File: src/rtl/sched_pkg.sv
package sched_pkg;

    typedef enum logic {
        SCH_RUN  = 1'b0,
        SCH_HOLD = 1'b1
    } sched_state_e;

    typedef enum logic [1:0] {
        SLOT_RISE = 2'd0,
        SLOT_FALL = 2'd1
    } slot_id_e;

endpackage

File: src/rtl/bank_clash.sv
module bank_clash #(
    parameter int BANK_W = 3
) (
    input  logic              restrict_en,
    input  logic              a_live,
    input  logic              b_live,
    input  logic [BANK_W-1:0] a_bank,
    input  logic [BANK_W-1:0] b_bank,
    output logic              clash
);
    logic same_bank;

    always_comb begin
        same_bank = (a_bank == b_bank);
        clash     = restrict_en && a_live && b_live && same_bank;
    end

endmodule

File: src/rtl/slot_drive.sv
module slot_drive #(
    parameter int ADDR_W = 21
) (
    input  logic              clk,
    input  logic              rst,
    input  logic              load_valid,
    input  logic              load_wr,
    input  logic [ADDR_W-1:0] load_addr,
    output logic              slot_valid,
    output logic              slot_wr,
    output logic [ADDR_W-1:0] slot_addr
);
    always_ff @(posedge clk) begin
        if (rst) begin
            slot_valid <= 1'b0;
            slot_wr    <= 1'b0;
            slot_addr  <= '0;
        end else begin
            slot_valid <= load_valid;
            slot_wr    <= load_valid ? load_wr : 1'b0;
            slot_addr  <= load_valid ? load_addr : '0;
        end
    end

endmodule

File: src/rtl/stall_tally.sv
module stall_tally #(
    parameter int CNT_W = 16
) (
    input  logic             clk,
    input  logic             rst,
    input  logic             bump,
    output logic [CNT_W-1:0] count
);
    localparam logic [CNT_W-1:0] ONE = {{(CNT_W-1){1'b0}}, 1'b1};

    always_ff @(posedge clk) begin
        if (rst)
            count <= '0;
        else if (bump)
            count <= count + ONE;
    end

endmodule

File: src/rtl/qdr_pair_sched.sv
module qdr_pair_sched
    import sched_pkg::*;
#(
    parameter int ADDR_W   = 21,
    parameter int BANK_W   = 3,
    parameter int BANK_LSB = 0,
    parameter int CNT_W    = 16
) (
    input  logic              clk,
    input  logic              rst,
    input  logic              restrict_en,
    input  logic              a_valid,
    output logic              a_ready,
    input  logic              a_wr,
    input  logic [ADDR_W-1:0] a_addr,
    input  logic              b_valid,
    output logic              b_ready,
    input  logic              b_wr,
    input  logic [ADDR_W-1:0] b_addr,
    output logic              rise_valid,
    output logic              rise_wr,
    output logic [ADDR_W-1:0] rise_addr,
    output logic              fall_valid,
    output logic              fall_wr,
    output logic [ADDR_W-1:0] fall_addr,
    output logic [CNT_W-1:0]  stall_count
);
    localparam int NSLOT = 2;

    sched_state_e state, nxt;

    logic              clash;
    logic              park_load;
    logic              park_wr;
    logic [ADDR_W-1:0] park_addr;
    logic              bump;

    logic              ld_valid [NSLOT];
    logic              ld_wr    [NSLOT];
    logic [ADDR_W-1:0] ld_addr  [NSLOT];
    logic              so_valid [NSLOT];
    logic              so_wr    [NSLOT];
    logic [ADDR_W-1:0] so_addr  [NSLOT];

    bank_clash #(.BANK_W(BANK_W)) u_clash (
        .restrict_en (restrict_en),
        .a_live      (a_valid && (state == SCH_RUN)),
        .b_live      (b_valid && (state == SCH_RUN)),
        .a_bank      (a_addr[BANK_LSB +: BANK_W]),
        .b_bank      (b_addr[BANK_LSB +: BANK_W]),
        .clash       (clash)
    );

    // state register
    always_ff @(posedge clk) begin
        if (rst)
            state <= SCH_RUN;
        else
            state <= nxt;
    end

    // next state, handshake and slot loading
    always_comb begin
        nxt       = state;
        a_ready   = 1'b0;
        b_ready   = 1'b0;
        park_load = 1'b0;
        bump      = 1'b0;
        for (int s = 0; s < NSLOT; s++) begin
            ld_valid[s] = 1'b0;
            ld_wr[s]    = 1'b0;
            ld_addr[s]  = '0;
        end
        unique case (state)
            SCH_RUN: begin
                a_ready            = 1'b1;
                b_ready            = 1'b1;
                ld_valid[SLOT_RISE] = a_valid;
                ld_wr[SLOT_RISE]    = a_wr;
                ld_addr[SLOT_RISE]  = a_addr;
                if (clash) begin
                    park_load = 1'b1;
                    bump      = 1'b1;
                    nxt       = SCH_HOLD;
                end else begin
                    ld_valid[SLOT_FALL] = b_valid;
                    ld_wr[SLOT_FALL]    = b_wr;
                    ld_addr[SLOT_FALL]  = b_addr;
                end
            end
            SCH_HOLD: begin
                ld_valid[SLOT_FALL] = 1'b1;
                ld_wr[SLOT_FALL]    = park_wr;
                ld_addr[SLOT_FALL]  = park_addr;
                nxt                 = SCH_RUN;
            end
            default: nxt = SCH_RUN;
        endcase
    end

    // parked port B command
    always_ff @(posedge clk) begin
        if (rst) begin
            park_wr   <= 1'b0;
            park_addr <= '0;
        end else if (park_load) begin
            park_wr   <= b_wr;
            park_addr <= b_addr;
        end
    end

    for (genvar g = 0; g < NSLOT; g++) begin : g_slot
        slot_drive #(.ADDR_W(ADDR_W)) u_slot (
            .clk        (clk),
            .rst        (rst),
            .load_valid (ld_valid[g]),
            .load_wr    (ld_wr[g]),
            .load_addr  (ld_addr[g]),
            .slot_valid (so_valid[g]),
            .slot_wr    (so_wr[g]),
            .slot_addr  (so_addr[g])
        );
    end

    always_comb begin
        rise_valid = so_valid[SLOT_RISE];
        rise_wr    = so_wr[SLOT_RISE];
        rise_addr  = so_addr[SLOT_RISE];
        fall_valid = so_valid[SLOT_FALL];
        fall_wr    = so_wr[SLOT_FALL];
        fall_addr  = so_addr[SLOT_FALL];
    end

    stall_tally #(.CNT_W(CNT_W)) u_tally (
        .clk   (clk),
        .rst   (rst),
        .bump  (bump),
        .count (stall_count)
    );

endmodule

File: config.mk
export PLATFORM = sky130hd
export DESIGN_NAME = qdr_pair_sched
export DESIGN_NICKNAME = d
export VERILOG_FILES = /design/src/rtl/sched_pkg.sv /design/src/rtl/bank_clash.sv /design/src/rtl/slot_drive.sv /design/src/rtl/stall_tally.sv /design/src/rtl/qdr_pair_sched.sv
export SDC_FILE = /design/constraint.sdc
export NUM_CORES = 1
export LEC_CHECK = 0
export ABC_CLOCK_PERIOD_IN_PS = 7500
export BUFFER_PORTS_ARGS = -buffer_cell sky130_fd_sc_hd__clkbuf_2
export CORE_AREA = 4 4 88 90
export DETAILED_ROUTE_END_ITERATION = 7
export DIE_AREA = 0 0 92 94
export HOLD_SLACK_MARGIN = 0.03
export PLACE_DENSITY = 0.85
export SLEW_MARGIN = 5
export SYNTH_ARGS = -nofsm -noshare
export SYNTH_HDL_FRONTEND = slang
export SYNTH_HIERARCHICAL = 1
export SYNTH_SLANG_ARGS = --single-unit
export TNS_END_PERCENT = 10
File: constraint.sdc
create_clock -name clk -period 7.5 [get_ports clk]
set_clock_uncertainty 0.1 [all_clocks]
set_input_delay 1.125 -clock clk [delete_from_list [all_inputs] [get_ports clk]]
set_output_delay 1.125 -clock clk [all_outputs]
set_load 0.02 [all_outputs]
Word level (Yosys, flattened, before mapping)
Index checks and enable logic that the tools add are counted.

Word-level logic and storage cells: 33. Register bits: 85. Bits of input ports: 49. Output and inout port bits: 64.

Reduce and logical (&&, ||, !) cells: 7. Add/subtract/negate cells: 1. Multiplexer cells: 11. Equality and inequality tests: 1. Bitwise logic cells: 3.

Operators with widths (number): one-hot mux 21 bit (2 select lines) (1); two-way mux 21 bit (1); adder 16 x 1 -> 16 bit, second input constant (1); two-way mux 1 bit (6); one-hot mux 1 bit (2 select lines) (3); logical AND 1 bit (5); equality test 3 bit (1); inverter 1 bit (3); OR reduction 3 bit (1); OR reduction 2 bit (1).

Longest topological paths before layout
Depth after elaboration: 9. Depth in mapped cells: 12. Depth with buffers taken out: 8.

Cells and area by module
The synthesis kept the hierarchy.

By module, submodules not included: qdr_pair_sched (area each 1601.5 um^2, instances 1, cells an instance 206, sequential area each 460.4 um^2); slot_drive (area each 684.4 um^2, instances 2, cells an instance 50, sequential area each 460.4 um^2); stall_tally (area each 757.0 um^2, instances 1, cells an instance 83, sequential area each 320.3 um^2); bank_clash (area each 43.8 um^2, instances 1, cells an instance 5, sequential area each 0.0 um^2).

Least setup slack after synthesis
No wires, ideal clock.

Path kind: input port to flip-flop. Start: input a_valid. End: register u_tally.count[13]. Arrival: 3257 ps. Buffers on the path: 2. Required time: 7330 ps. Setup slack: 4073 ps. Setup time: 70 ps. Stages: 10. Path through: nor2b_1 > nand3_1 > nor4_2 > buf_6 > and2b_1 > buf_2 > nand4_4 > nor4_4 > or3b_1 > a21oi_1.

Word-level cells in the longest chain between the ends: 6.

Ends and longest elaborated chain: start, declared (line qdr_pair_sched.sv:12) `input logic a_valid,`; logical AND 1 bit (line qdr_pair_sched.sv:47) `.a_live (a_valid && (state == SCH_RUN)),`; logical AND 1 bit (3 in a row) (line bank_clash.sv:15) `clash = restrict_en && a_live && b_live && same_bank;`; named net clash (line qdr_pair_sched.sv:32) `logic clash;`; two-way mux 1 bit (line qdr_pair_sched.sv:81) `if (clash) begin`; two-way mux 1 bit (line qdr_pair_sched.sv:74) `unique case (state)`; named net bump (line qdr_pair_sched.sv:36) `logic bump;`; end signal, assigned (line stall_tally.sv:15) `count <= count + ONE;`; end, declared (line stall_tally.sv:7) `output logic [CNT_W-1:0] count`.

The timed path passes the listed nets, and every way through them passes these cells. A chain may end at the register's enable or synchronous reset.

Final worst setup path
Start: input a_valid. End: register u_tally.count[13].

Word-level cells in the longest chain between the ends: 6.

Ends and longest elaborated chain (line): logical AND 1 bit (qdr_pair_sched.sv:47); logical AND 1 bit (3 in a row) (bank_clash.sv:15); named net clash (qdr_pair_sched.sv:32); two-way mux 1 bit (qdr_pair_sched.sv:81); two-way mux 1 bit (qdr_pair_sched.sv:74).

The timed path passes the listed nets, and every way through them passes these cells.

==> results.cfg <==
[clock_tree]
cts_tree = yes
ctsResizeCount = 0
clockBufferDepth = 2
cts.sink_count = 85
postCtsSetupRepairBufs = 0
cts_buffers = 9
postCtsHoldBufs = 0
cts_root_buffer = clkbuf_8
path_clk_slew_ns = 0.09
clk_latency_ns = 0.34
htree_levels = 3

[placed_design]
place_inst = 575
hpwl_um = 5250
gp_congestion = 0.786
dpl_worst_slack_ns = 2.13
io_buffers = 112

[grt]
grt_max_degree = 111
first_global_vias = 2861
antenna_found_initial = 0
globalRouteOverflowTotal = 0
grt_pass1_wl_um = 13100
grt_usage_pct = 18.5

[routing]
post-route-drc-count = 0
wl_per_cell_um = 13.3
drt_iter0_markers = 159
firstDrtPassIters = 4
vias_per_cell = 5.09
wl_um = 7840
drtAntennaViolNets = 0
vias = 3007

[critical_path]
slowest_delay_ns = 0.88
critPathKind = input pin to flip-flop
cp_slowest_cell = nor2b_1
cp_data_required_time_ns = 7.67
crit_path_start = a_valid
r2r_start = state
crit_top_cell = nor4_4
worst_ep_arrival_time_ns = 5.15
r2r_cells = 9
critPathLaunchType = input pin
cp-endpoint = u_tally/count[13]
r2r-end = u_tally/count[13]
worstPathCellList = clkbuf_2, nor2b_1, nand3_1, nor4_4, buf_4, and2b_1, nand4_4, nor4_4, or3b_1, a21oi_1
cp-end-kind = flip-flop
reg2reg_setup_slack_ns = 3.08
crit_path_max_fanout = 46

[final_layout]
syn_to_final_growth_pct = 18.6
antennaDiodeCount = 0
drive_gt1_share_pct = 28.7
nets = 537
utilization_pct = 63.3
instances_no_fill = 591

[synth]
ys_ff_latch = 85
ys_seq_area_share_pct = 45.1
syn_area_per_cell_um2 = 9.57
ys_types = 37
synth_warnings = 6
synth_area_mm2 = 0.00377
syn_inst = 394
synth_nets = 444

[floorplan]
die_h_um = 94
die_w_um = 92
initial_core_util_pct = 53.4
ioPinCount = 113
dieArea_mm2 = 0.00865
core_area_mm2 = 0.00706
row_count = 31

[power]
combinationalPowerShare_pct = 9.6
pwr-share-clk_pct = 35.2
p_int_uw = 630
cellPowerDensity_mw_per_mm2 = 189
leakagePower_nw = 2.05
switchingPower_uw = 214
switching_share_pct = 25.4
ir_drop_mv = 0.0978
seqPwrFrac_pct = 55.2

[outcome]
status = complete, no violations

[timing]
rsz0062_at_grt = no
setup_ws_ns = 2.52
finalSetupTns_ns = 0
max_clock_freq_ghz = 0.201
drv_slew = 0
min_period_over_period_pct = 66.4
slew_headroom_pct = 23.4
setup_violations = 0
timing.hold.ws_ns = 0.369
hold_viol = 0
min_period_ns = 4.98
worstMarginPinSlew_ns = 1.15

[job]
maxCapViolCount = 0

[min_path]
hold_path.class = flip-flop to flip-flop
## flip-flops by register name, summed over array words and instances, names as in the netlist
| name | count |
|---|---|
| g_slot.u_slot/slot_addr | 42 |
| park_wr | 1 |
| g_slot.u_slot/slot_wr | 2 |
| u_tally/count | 16 |
| state | 1 |
| g_slot.u_slot/slot_valid | 2 |
| park_addr | 21 |
## power groups by stage
stage               clock, mW  sequential (mW)  combinational, mW
global route            0.328            0.468             0.0900
detailed placement          0            0.477             0.0819
floorplan                   0            0.491             0.0371
finish                  0.297            0.466             0.0815
CTS                     0.306            0.466             0.0825
global placement            0            0.477             0.0804
## worst max-delay path: cells and delay by family
family          cells  cell delay [ns]
buf+inv             2             0.48
compound gates      1             0.14
simple gates        7             3.38
## area by class of cell
type                    count  area, um2
inverters                   4       15.0
repair buffers            115        583
multi-input cells         272       1860
flip-flops and latches     85       1700
clock buffers              10        138
well taps                  99        124
fillers                   590       2590
clock inverters             6       45.0
## synth_stat cells
cell	n	area share (%)
buf_4	7	1.4
nor4_2	1	0.33
nand4_2	1	0.33
nor2b_1	27	4.5
dfxtp_1	85	45
ha_1	1	0.33
nor4_4	1	0.56
nand2b_1	45	7.5
buf_2	9	1.2
and2b_1	1	0.20
nor2_1	16	1.6
or3b_1	1	0.23
clkbuf_1	12	1.2
o21ai_0	17	2.3
nand4_1	1	0.17
nor3_1	4	0.53
or2_2	1	0.17
mux2_2	2	0.60
o21ai_1	28	3.7
xnor2_1	6	1.4
xor2_1	7	1.6
buf_6	5	1.5
nor4_1	3	0.50
inv_1	4	0.40
o41ai_1	1	0.23
nor4b_2	1	0.40
nand4bb_1	22	6.6
or3_1	1	0.17
and3_1	1	0.17
nand3_1	4	0.53
a21oi_1	3	0.40
and3b_1	44	10
mux2i_1	1	0.27
a31o_2	1	0.23
nand2_1	28	2.8
nand4_4	1	0.56
a21o_1	1	0.20
## placed cells by master, fill, tap and decap left out, types with 2 or more instances in the layout
cell          n
xor2_1        7
nor2_1       16
nor4_4        2
inv_6         2
nor4_1        3
o21ai_1      28
dfxtp_1      84
a21oi_1       3
nor3_1        4
xnor2_1       6
inv_1         4
nand3_1       4
nand2_1      28
nor2b_1      27
nand4bb_1    22
clkbuf_2    112
clkinvlp_4    3
nand2b_1     45
buf_4         3
mux2_2        2
clkbuf_8     10
and3b_1      44
o21ai_0      17
## worst min-delay path by stage
stage	start	end	slack, ns	depth (start not counted)
6_report	park_addr[4]	park_addr[4]	0.37	2
5_1_grt	park_addr[14]	park_addr[14]	0.39	2
4_1_cts	park_addr[4]	park_addr[4]	0.37	2
3_5_place_dp	park_addr[4]	park_addr[4]	0.36	2
3_3_place_gp	park_addr[1]	park_addr[1]	0.35	2
2_1_floorplan	park_addr[10]	park_addr[10]	0.34	2
## logic make-up (layout without fill, tap and decap cells)
logic type	Yosys count	in the layout	share of synthesized area [%]
adder cells (fa/ha/maj)	1	1	0.332
AO/OA/AOI/OAI	51	51	7.03
AND/OR/NAND/NOR	204	204	38.0
buffers and inverters	37	135	5.67
multiplexers	3	3	0.863
XOR/XNOR	13	13	3.02
flip-flops	85	85	45.1
## per-layer routing
layer | part of all wire (%) | GRT usage (%) | up-vias
li1 | - | - | 1519
met1 | 45 | 24.0 | 1387
met2 | 47 | 30.2 | 95
met3 | 6.9 | 5.21 | 6
met4 | 0.75 | 5.20 | 0
met5 | 0 | 0 | -
## stage by stage
| stage | area [um2] | total power, mW |
|---|---|---|
| after floorplan | 3770 | 0.528 |
| after global placement | 4290 | 0.557 |
| after detailed placement | 4290 | 0.559 |
| after CTS | 4470 | 0.855 |
| after global routing | 4470 | 0.886 |
| final | 4470 | 0.845 |
(Power assumes the default switching activity.)
